### src/rtl/spi_burst_pkg.sv
package spi_burst_pkg;
   typedef enum logic [2:0] {
      ST_IDLE,
      ST_LOAD,
      ST_SHIFT,
      ST_STORE,
      ST_DONE
   } eng_state_t;
endpackage

### src/rtl/spi_burst_len.sv
// Remaining-bit counter of the current burst and the byte count for each word.
module spi_burst_len #(
   parameter int BLEN_W = 12,
   parameter int WORD_W = 32,
   localparam int CNT_W = $clog2(WORD_W / 8 + 1)
) (
   input  logic              clk,
   input  logic              rst_n,
   input  logic              load_i,
   input  logic              step_i,
   input  logic [BLEN_W-1:0] field_i,
   output logic              expired_o,
   output logic [CNT_W-1:0]  nbytes_o
);
   localparam int RW = BLEN_W + 2;

   logic signed [RW-1:0] rem_q;
   logic signed [RW-1:0] eff;
   logic signed [RW-1:0] bits;
   logic signed [RW-1:0] nb_full;

   assign expired_o = (rem_q <= 0);

   always_comb begin
      eff = rem_q;
      if (expired_o) eff = $signed({2'b00, field_i}) + $signed(RW'(1));
      bits    = (eff > WORD_W) ? $signed(RW'(WORD_W)) : eff;
      nb_full = (bits + $signed(RW'(7))) >>> 3;
      nbytes_o = nb_full[CNT_W-1:0];
   end

   always_ff @(posedge clk or negedge rst_n) begin
      if (!rst_n)       rem_q <= '0;
      else if (load_i)  rem_q <= eff;
      else if (step_i)  rem_q <= rem_q - $signed(RW'(8));
   end


   rem_floor_chk: assert property (@(posedge clk) disable iff (!rst_n)
      rem_q > -8);


   load_step_excl_chk: assert property (@(posedge clk) disable iff (!rst_n)
      !(load_i && step_i));
endmodule

### src/rtl/spi_burst_pack.sv
// Transmit shift register and lane-wise assembly of the receive word.
module spi_burst_pack #(
   parameter int WORD_W = 32,
   localparam int NB = WORD_W / 8,
   localparam int IDX_W = (NB > 1) ? $clog2(NB) : 1
) (
   input  logic              clk,
   input  logic              rst_n,
   input  logic              load_i,
   input  logic [WORD_W-1:0] word_i,
   input  logic              step_i,
   input  logic [7:0]        byte_in_i,
   output logic [7:0]        byte_out_o,
   output logic [WORD_W-1:0] rx_word_o
);
   logic [WORD_W-1:0] sh_q;
   logic [IDX_W-1:0]  idx_q;

   assign byte_out_o = sh_q[7:0];

   always_ff @(posedge clk or negedge rst_n) begin
      if (!rst_n) begin
         sh_q  <= '0;
         idx_q <= '0;
      end else if (load_i) begin
         sh_q  <= word_i;
         idx_q <= '0;
      end else if (step_i) begin
         sh_q  <= sh_q >> 8;
         idx_q <= idx_q + IDX_W'(1);
      end
   end

   for (genvar k = 0; k < NB; k++) begin : g_lane
      always_ff @(posedge clk or negedge rst_n) begin
         if (!rst_n)                                 rx_word_o[8*k +: 8] <= '0;
         else if (load_i)                            rx_word_o[8*k +: 8] <= '0;
         else if (step_i && idx_q == IDX_W'(k))      rx_word_o[8*k +: 8] <= byte_in_i;
      end
   end


   byte_shift_chk: assert property (@(posedge clk) disable iff (!rst_n)
      (step_i && !load_i) |=> (byte_out_o == $past(sh_q[15:8])));
endmodule

### src/rtl/spi_burst_engine.sv
module spi_burst_engine
   import spi_burst_pkg::*;
#(
   parameter int BLEN_W = 12,
   parameter int WORD_W = 32,
   parameter int NCH    = 4,
   localparam int CH_W  = (NCH > 1) ? $clog2(NCH) : 1
) (
   input  logic              clk,
   input  logic              rst_n,
   input  logic              is_master_i,
   input  logic              smc_i,
   input  logic [NCH-1:0]    wave_i,
   input  logic [CH_W-1:0]   chan_i,
   input  logic [BLEN_W-1:0] burst_field_i,
   input  logic              tx_wr_i,
   input  logic              xch_req_i,
   input  logic              done_clr_i,
   input  logic              ovf_clr_i,
   input  logic              tx_valid_i,
   input  logic [WORD_W-1:0] tx_data_i,
   output logic              tx_pop_o,
   input  logic              rx_full_i,
   output logic              rx_push_o,
   output logic [WORD_W-1:0] rx_data_o,
   output logic              byte_req_o,
   output logic [7:0]        byte_out_o,
   input  logic              byte_done_i,
   input  logic [7:0]        byte_in_i,
   output logic              xfer_done_o,
   output logic              overflow_o,
   output logic              xch_busy_o
);
   localparam int CNT_W = $clog2(WORD_W / 8 + 1);

   if (WORD_W % 8 != 0 || WORD_W < 16) begin : g_bad_word
      $error("WORD_W must be a multiple of 8 and at least 16");
   end
   if (BLEN_W < 1) begin : g_bad_len
      $error("BLEN_W must be positive");
   end

   eng_state_t       st_q, st_d;
   logic [CNT_W-1:0] left_q;
   logic [CNT_W-1:0] nbytes;
   logic             expired;
   logic             multi;
   logic             trig_wr, trig_xch;
   logic             load, step;
   logic             set_done, set_ovf, set_xch, clr_xch;

   assign multi    = is_master_i && !smc_i && wave_i[chan_i];
   assign trig_wr  = is_master_i && smc_i && tx_wr_i;
   assign trig_xch = is_master_i && !smc_i && xch_req_i;

   assign load       = (st_q == ST_LOAD) && tx_valid_i;
   assign step       = (st_q == ST_SHIFT) && byte_done_i;
   assign tx_pop_o   = load;
   assign byte_req_o = (st_q == ST_SHIFT);
   assign rx_push_o  = (st_q == ST_STORE) && !rx_full_i;
   assign set_ovf    = (st_q == ST_STORE) && rx_full_i;
   assign set_done   = (st_q == ST_DONE);
   assign clr_xch    = (st_q == ST_DONE) && !tx_valid_i;
   assign set_xch    = ((st_q == ST_IDLE) && trig_xch) || (load && expired && multi);

   spi_burst_len #(.BLEN_W(BLEN_W), .WORD_W(WORD_W)) i_len (
      .clk       (clk),
      .rst_n     (rst_n),
      .load_i    (load),
      .step_i    (step),
      .field_i   (burst_field_i),
      .expired_o (expired),
      .nbytes_o  (nbytes)
   );

   spi_burst_pack #(.WORD_W(WORD_W)) i_pack (
      .clk        (clk),
      .rst_n      (rst_n),
      .load_i     (load),
      .word_i     (tx_data_i),
      .step_i     (step),
      .byte_in_i  (byte_in_i),
      .byte_out_o (byte_out_o),
      .rx_word_o  (rx_data_o)
   );

   always_comb begin
      st_d = st_q;
      unique case (st_q)
         ST_IDLE:  if (trig_wr || trig_xch) st_d = ST_LOAD;
         ST_LOAD:  st_d = tx_valid_i ? ST_SHIFT : ST_DONE;
         ST_SHIFT: if (byte_done_i && left_q == CNT_W'(1)) st_d = ST_STORE;
         ST_STORE: st_d = (expired && !multi) ? ST_DONE : ST_LOAD;
         ST_DONE:  st_d = ST_IDLE;
         default:  st_d = ST_IDLE;
      endcase
   end

   always_ff @(posedge clk or negedge rst_n) begin
      if (!rst_n) begin
         st_q        <= ST_IDLE;
         left_q      <= '0;
         xfer_done_o <= 1'b0;
         overflow_o  <= 1'b0;
         xch_busy_o  <= 1'b0;
      end else begin
         st_q <= st_d;
         if (load)      left_q <= nbytes;
         else if (step) left_q <= left_q - CNT_W'(1);
         if (set_done)        xfer_done_o <= 1'b1;
         else if (done_clr_i) xfer_done_o <= 1'b0;
         if (set_ovf)         overflow_o <= 1'b1;
         else if (ovf_clr_i)  overflow_o <= 1'b0;
         if (set_xch)         xch_busy_o <= 1'b1;
         else if (clr_xch)    xch_busy_o <= 1'b0;
      end
   end


   byte_hold_chk: assert property (@(posedge clk) disable iff (!rst_n)
      (byte_req_o && !byte_done_i) |=> (byte_req_o && $stable(byte_out_o)));


   no_push_full_chk: assert property (@(posedge clk) disable iff (!rst_n)
      rx_push_o |-> !rx_full_i);


   ovf_cause_chk: assert property (@(posedge clk) disable iff (!rst_n)
      $rose(overflow_o) |-> $past(rx_full_i));


   no_pop_empty_chk: assert property (@(posedge clk) disable iff (!rst_n)
      tx_pop_o |-> tx_valid_i);


   xch_drop_chk: assert property (@(posedge clk) disable iff (!rst_n)
      $fell(xch_busy_o) |-> !$past(tx_valid_i));


   one_action_chk: assert property (@(posedge clk) disable iff (!rst_n)
      $onehot0({tx_pop_o, rx_push_o, byte_req_o}));
endmodule

### config.mk
export PLATFORM = sky130hd
export DESIGN_NAME = spi_burst_engine
export DESIGN_NICKNAME = d
export VERILOG_FILES = /design/src/rtl/spi_burst_pkg.sv /design/src/rtl/spi_burst_len.sv /design/src/rtl/spi_burst_pack.sv /design/src/rtl/spi_burst_engine.sv
export SDC_FILE = /design/constraint.sdc
export NUM_CORES = 1
export LEC_CHECK = 0
export BUFFER_PORTS_ARGS = -buffer_cell sky130_fd_sc_hd__buf_2
export CAP_MARGIN = 15
export CORE_UTILIZATION = 45
export DETAILED_ROUTE_END_ITERATION = 16
export GPL_TIMING_DRIVEN = 0
export PLACE_DENSITY = 0.68
export RECOVER_POWER = 25
export SLEW_MARGIN = 10
export SYNTH_ARGS = -nofsm -noshare
export SYNTH_HDL_FRONTEND = slang
export SYNTH_HIERARCHICAL = 1
export SYNTH_SLANG_ARGS = --single-unit
export TNS_END_PERCENT = 5
### constraint.sdc
create_clock -name clk -period 2.2 [get_ports clk]
set_input_delay 0.55 -clock clk [delete_from_list [all_inputs] [get_ports clk]]
set_output_delay 0.55 -clock clk [all_outputs]
set_load 0.03 [all_outputs]
After elaboration in Yosys (flattened, before gate mapping):

Cells that the tools add are included.

* add/subtract/negate cells: 5
* multiply operators: 0
* div/mod/pow operators: 0
* $lt $le $gt $ge: 3
* equal/unequal tests: 10
* shift operators: 0
* muxes and demuxes: 31
* bitwise logic cells: 0
* reductions and logical operators: 36

Operators by type and width (number)
* $mux 32: 2
* $mux 8: 8
* $mux 14: 3
* $logic_and 1x1->1: 19
* $mux 3: 6
* $reduce_bool 2->1: 8
* $gt 14x7->1 const B: 1
* $le 14x1->1 const B: 1
* $sub 14x5->14 const B: 1
* $add 12x1->13 const B: 1
* $pmux 3 s4: 1
* $mux 1: 7
* $add 6x4->6 const B: 1
* $eq 3x1->1 const B: 2
* $eq 3x2->1 const B: 2
* $mux 6: 1
* $eq 2x2->1 const B: 2
* $logic_not 1->1: 4
* $mux 2: 2
* $ne 2x1->1 const B: 2
* $eq 3x3->1 const B: 1
* $logic_not 3->1: 1
* $lt 2x3->1 const B: 1
* $sub 3x1->3 const B: 1
* other kinds (6): 7

* register bits: 89
* latch bits: 0
* RAM bits: 0
* memory bits (read-only): 0
* output and inout port bits: 46
* memories kept: 0

Longest topological paths before layout:

* depth after elaboration: 7
* depth in mapped cells: 9
* mapped depth without buffers: 9

Modules after synthesis:

Netlist, hierarchy kept.

Modules (own cells, without submodules)
* spi_burst_pack: instances 1, cells an instance 305, area an instance 3295.7 um2
* spi_burst_len: instances 1, cells an instance 149, area an instance 1241.2 um2
* spi_burst_engine: instances 1, cells an instance 61, area an instance 591.8 um2

Least setup slack after synthesis:

Ideal clock, no wire load.

* kind: input -> register
* start: in byte_done_i
* end: reg i_len.rem_q[8]
* library setup time: 0.064 ns
* arrival: 2.214 ns
* required time: 2.136 ns
* slack: -0.079 ns
* cell stages on the path: 7
* path buffers: 1
* path through: nor4bb_1 buf_2 or3b_2 or2_0 mux2_2 o21ai_0 o21a_1

* cells in the longest elaborated chain, start to end: 2

RTL lines
* start, declared: RTL line spi_burst_engine.sv:28 `input logic byte_done_i,`
* $logic_and 1x1->1: RTL line spi_burst_engine.sv:57 `assign step = (st_q == ST_SHIFT) && byte_done_i;`
* via step: RTL line spi_burst_engine.sv:49 `logic load, step;`
* $reduce_bool 2->1 (no source line)
* end signal, assigned: RTL line spi_burst_len.sv:35 `else if (step_i) rem_q <= rem_q - $signed(RW'(8));`
* end, declared: RTL line spi_burst_len.sv:17 `logic signed [RW-1:0] rem_q;`

The timed path passes the listed nets, and every way through them passes these cells.
A chain may end at the register's enable or synchronous reset.

Worst setup path after layout:

* start: reg i_len.rem_q[11]
* end: reg left_q[1]

* cells in the longest elaborated chain, start to end: 6

RTL lines
* $le 14x1->1: RTL line spi_burst_len.sv:22 `assign expired_o = (rem_q <= 0);`
* $mux 14 (*): RTL line spi_burst_len.sv:26 `if (expired_o) eff = $signed({2'b00, field_i}) + $signed(RW'(1));`
* $gt 14x7->1: RTL line spi_burst_len.sv:27 `bits = (eff > WORD_W) ? $signed(RW'(WORD_W)) : eff;`
* $mux 6 (*): RTL line spi_burst_len.sv:27
* $add 6x4->6 (*): RTL line spi_burst_len.sv:28 `nb_full = (bits + $signed(RW'(7))) >>> 3;`
* via nbytes[1]: RTL line spi_burst_engine.sv:45 `logic [CNT_W-1:0] nbytes;`
* $mux 3 (*): RTL line spi_burst_engine.sv:108 `if (load) left_q <= nbytes;`
* end signal, assigned: RTL line spi_burst_engine.sv:108
* end signal, assigned: RTL line spi_burst_engine.sv:109 `else if (step) left_q <= left_q - CNT_W'(1);`
* end, declared: RTL line spi_burst_engine.sv:44 `logic [CNT_W-1:0] left_q;`

Mark *: on every way through the listed nets, which the timed path passes. The rest lies on a longest branch.

==> metrics.md <==
| Metric | Value |
|---|---|
| Mapped Area | `about 5000 µm²` |
| Top delay family on crit path | `simple AND/OR/NAND/NOR gates` |
| R2R setup slack | `around 66 ps` |
| MaxCap Viol Count | `0` |
| Final min period | `between 2000 and 2500 ps` |
| IO buf count | `between 100 and 150` |
| GRT Total Usage | `0.2136` |
| Reg2reg end | `left_q[1]` |
| Post-DR vias/cell | `5.391` |
| Root Buffer | `clkbuf_16` |
| WP data arrival | `2410 ps` |
| Io pins | `approximately 120` |
| Post-route setup slack | `65.71 ps` |
| Vias in the first global route | `4112` |
| FP Rows | `38` |
| Vias | `roughly 4300` |
| Post-Syn Instances | `about 500` |
| Logic gate share of total power | `0.435` |
| Post-synth EDFFs | `0` |
| Finished Core Util | `0.5677` |
| Ys flop type | `dfrtp_1` |
| Sequential area share after synthesis | `0.4343` |
| Post-synth cell types | `64` |
| Reg clk slew, reported paths | `60 ps` |
| Sum Neg Setup Slack | `0 ps` |
| CP Capture Point | `left_q[1]` |
| Tcrit/Tclk final | `0.9701` |
| CP Cell Sequence | `nor4_4 > a41oi_4 > nor3_4 > o211ai_1 > o31ai_2 > and3_1 > mux2_2` |
| CP Max Fanout | `7` |
| Num CTS Buffers | `9` |
| Commonest non-fill, non-tap cells in the layout | `buf_2, dfrtp_1, nand2_1` |
| PD cells | `between 1000 and 1500 nW/µm²` |
| Slowest CP cell | `dfrtp_1` |
| H-tree lvl count | `3` |
| Core area | `10980 µm²` |
| Routed Antenna Nets | `0` |
| DRT iter0 DRCs | `around 210` |
| Final hold violations | `0` |
| CP Depth | `7` |
| Die area | `approximately 12000 µm²` |
| Status | `finished, final reports clean` |
| Max incr delay on CP | `between 400 and 500 ps` |
| FF+latch count, synth | `89` |
| Syn nets | `slightly below 600` |
| Worst Setup SP | `i_len/rem_q[11]` |
| Initial antenna violation count | `0` |
| Slew headroom | `0.04074` |
| Internal | `~4.3 mW` |
| CP Buf/Inv Count | `0` |
| Ant. Diodes | `0` |
| Largest net degree at the start of global routing | `65` |
| Ys Warns | `6` |
| Leakage | `2.887 nW` |
| Drt wl/cell | `approximately 15 µm` |
| Crit end category | `flop` |
| Clk pwr share | `0.193` |
| CP Class | `reg2reg` |
| Peak VDD IR | `roughly 700 µV` |
| Pre-CTS setup slack | `-294.7 ps` |
| CTS tree | `done` |
| Hold WC Path Type | `in2reg` |
| Detailed Route WL | `around 12000 µm` |
| First-pass DRT Iterations | `5` |
| Pins over their slew limit | `0` |
| Mapped Avg Cell Area | `about 10 µm²` |
| Max frequency | `~470 MHz` |
| Nets | `approximately 730` |
| Clock Latency Late Sink | `around 330 ps` |
| RSZ-0062 raised after global routing | `true` |
| R2r worst-path depth | `7` |
| Dpl hpwl | `around 8600 µm` |
| P&R area growth vs syn | `21.57%` |
| Die W | `108.8 µm` |
| Start of the worst register-to-register path | `i_len/rem_q[11]` |
| Flop pwr share | `0.372` |
| Initial Util | `0.4670` |
| # setup viols final | `0` |
| Sw frac | `0.3899` |
| Final Wtd Congestion | `between 0.8 and 0.9` |
| WP data required | `between 2000 and 2500 ps` |
| Gr ovfl total | `0` |
| Share of layout cells above drive strength 1 | `0.3543` |
| Sw power | `2.769 mW` |
| Startpoint Class | `flop` |
| First-pass GRT wire length | `19700 µm` |
| CTS max path bufs | `2` |
| Async S/R FF share, synth | `1.000` |
| Worst-case clock skew | `between 4 and 5 ps` |
| Die Ht | `around 110 µm` |
| Most common cell after layout, fill and taps aside | `buf_2` |
| Worst-margin pin slew | `between 1000 and 1500 ps` |
| DRC Markers | `0` |
| CTS Hold Bufs | `0` |
| Sink Count | `89` |
[cell usage after synthesis (5+ instances only)]
cell | instances | area share
a21bo_1 | 12 | 0.023
a21bo_2 | 20 | 0.039
a21oi_1 | 27 | 0.026
a21oi_2 | 14 | 0.024
a31oi_1 | 5 | 0.0061
and3_1 | 7 | 0.0085
buf_2 | 12 | 0.012
buf_4 | 14 | 0.020
buf_6 | 12 | 0.026
clkbuf_1 | 5 | 0.0037
dfrtp_1 | 89 | 0.43
ha_1 | 8 | 0.020
inv_1 | 14 | 0.010
mux2_2 | 6 | 0.013
mux2i_1 | 30 | 0.059
nand2_1 | 50 | 0.037
nand2b_1 | 10 | 0.012
nand3_1 | 46 | 0.045
nor2_1 | 17 | 0.012
o21ai_0 | 12 | 0.012
o21ai_1 | 32 | 0.031
xnor2_1 | 9 | 0.015
xor2_1 | 5 | 0.0085
[metal layers]
layer,vias to the layer above,wire length [µm],global-route usage
met5,-,0,0
met4,0,204,0.08301
met3,17,546,0.03108
met2,112,5734,0.3612
met1,2056,5464,0.2756
li1,2085,-,-
[worst min path at each step]
| stage | cells after the start | endpoint | slack [ps] | from |
|---|---|---|---|---|
| after floorplan | 0 | i_len/rem_q[0] | 250 | rst_n |
| after global placement | 2 | i_len/rem_q[0] | 490 | i_len/rem_q[0] |
| after detailed placement | 1 | i_pack/sh_q[12] | 490 | rst_n |
| after CTS | 1 | i_pack/sh_q[12] | 130 | rst_n |
| after global routing | 2 | xfer_done_o | 400 | done_clr_i |
| final | 2 | xfer_done_o | 400 | done_clr_i |
[timing repair]
| item | 4_1_cts | 5_1_grt |
|---|---|---|
| pin swaps | 3 | 11 |
| gates resized for setup | 3 | 5 |
| buffers inserted | 1 | 7 |
| endpoints found under the setup margin | 6 | 8 |
[final cells by class]
cell class / count / area [µm²]
Sequential cell: 89 / 2231
Inverter: 14 / 52.55
Clock buffer: 15 / 257.7
Buffer: 45 / 344.1
Multi-Input combinational cell: 367 / 2539
Fill cell: 982 / 4748
Timing Repair Buffer: 122 / 635.6
Tap cell: 140 / 175.2
[sequential cells by signal, summed over array words and instances, names as in the netlist]
signal,flops
i_pack/rx_word_o,32
overflow_o,1
xfer_done_o,1
xch_busy_o,1
i_pack/idx_q,2
i_pack/sh_q,32
left_q,3
i_len/rem_q,14
st_q,3
[power by group through the flow]
stage	Clock, mW	Sequential, mW	Combinational (mW)
6_report	1.37	2.64	3.09
5_1_grt	1.48	2.71	3.42
4_1_cts	1.41	2.64	3.07
3_5_place_dp	0	2.65	3.05
3_3_place_gp	0	2.63	2.97
2_1_floorplan	0	2.92	1.95
[kinds of logic (layout without fill, tap and decap cells)]
group	count (synthesis)	count (layout)	share of synthesized area
simple gates	164	164	0.1713
compound gates	145	145	0.2030
flops	89	89	0.4343
buf+inv	59	196	0.07636
mux	36	36	0.07172
xor+xnor	14	14	0.02391
fa+ha+maj	8	8	0.01952
[metrics by stage]
stage / cells / hold WS (ps) / total power [mW] / cell area [µm²]
6_report: 792 / 396.8 / 7.103 / 6235
5_1_grt: 792 / 398.2 / 7.611 / 6235
4_1_cts: 785 / 132.4 / 7.124 / 6187
3_5_place_dp: 769 / 493.1 / 5.704 / 5904
3_3_place_gp: 768 / 489.8 / 5.603 / 5874
2_1_floorplan: 515 / 254.4 / 4.876 / 5134
No activity file was read; power rests on OpenSTA's default activity.
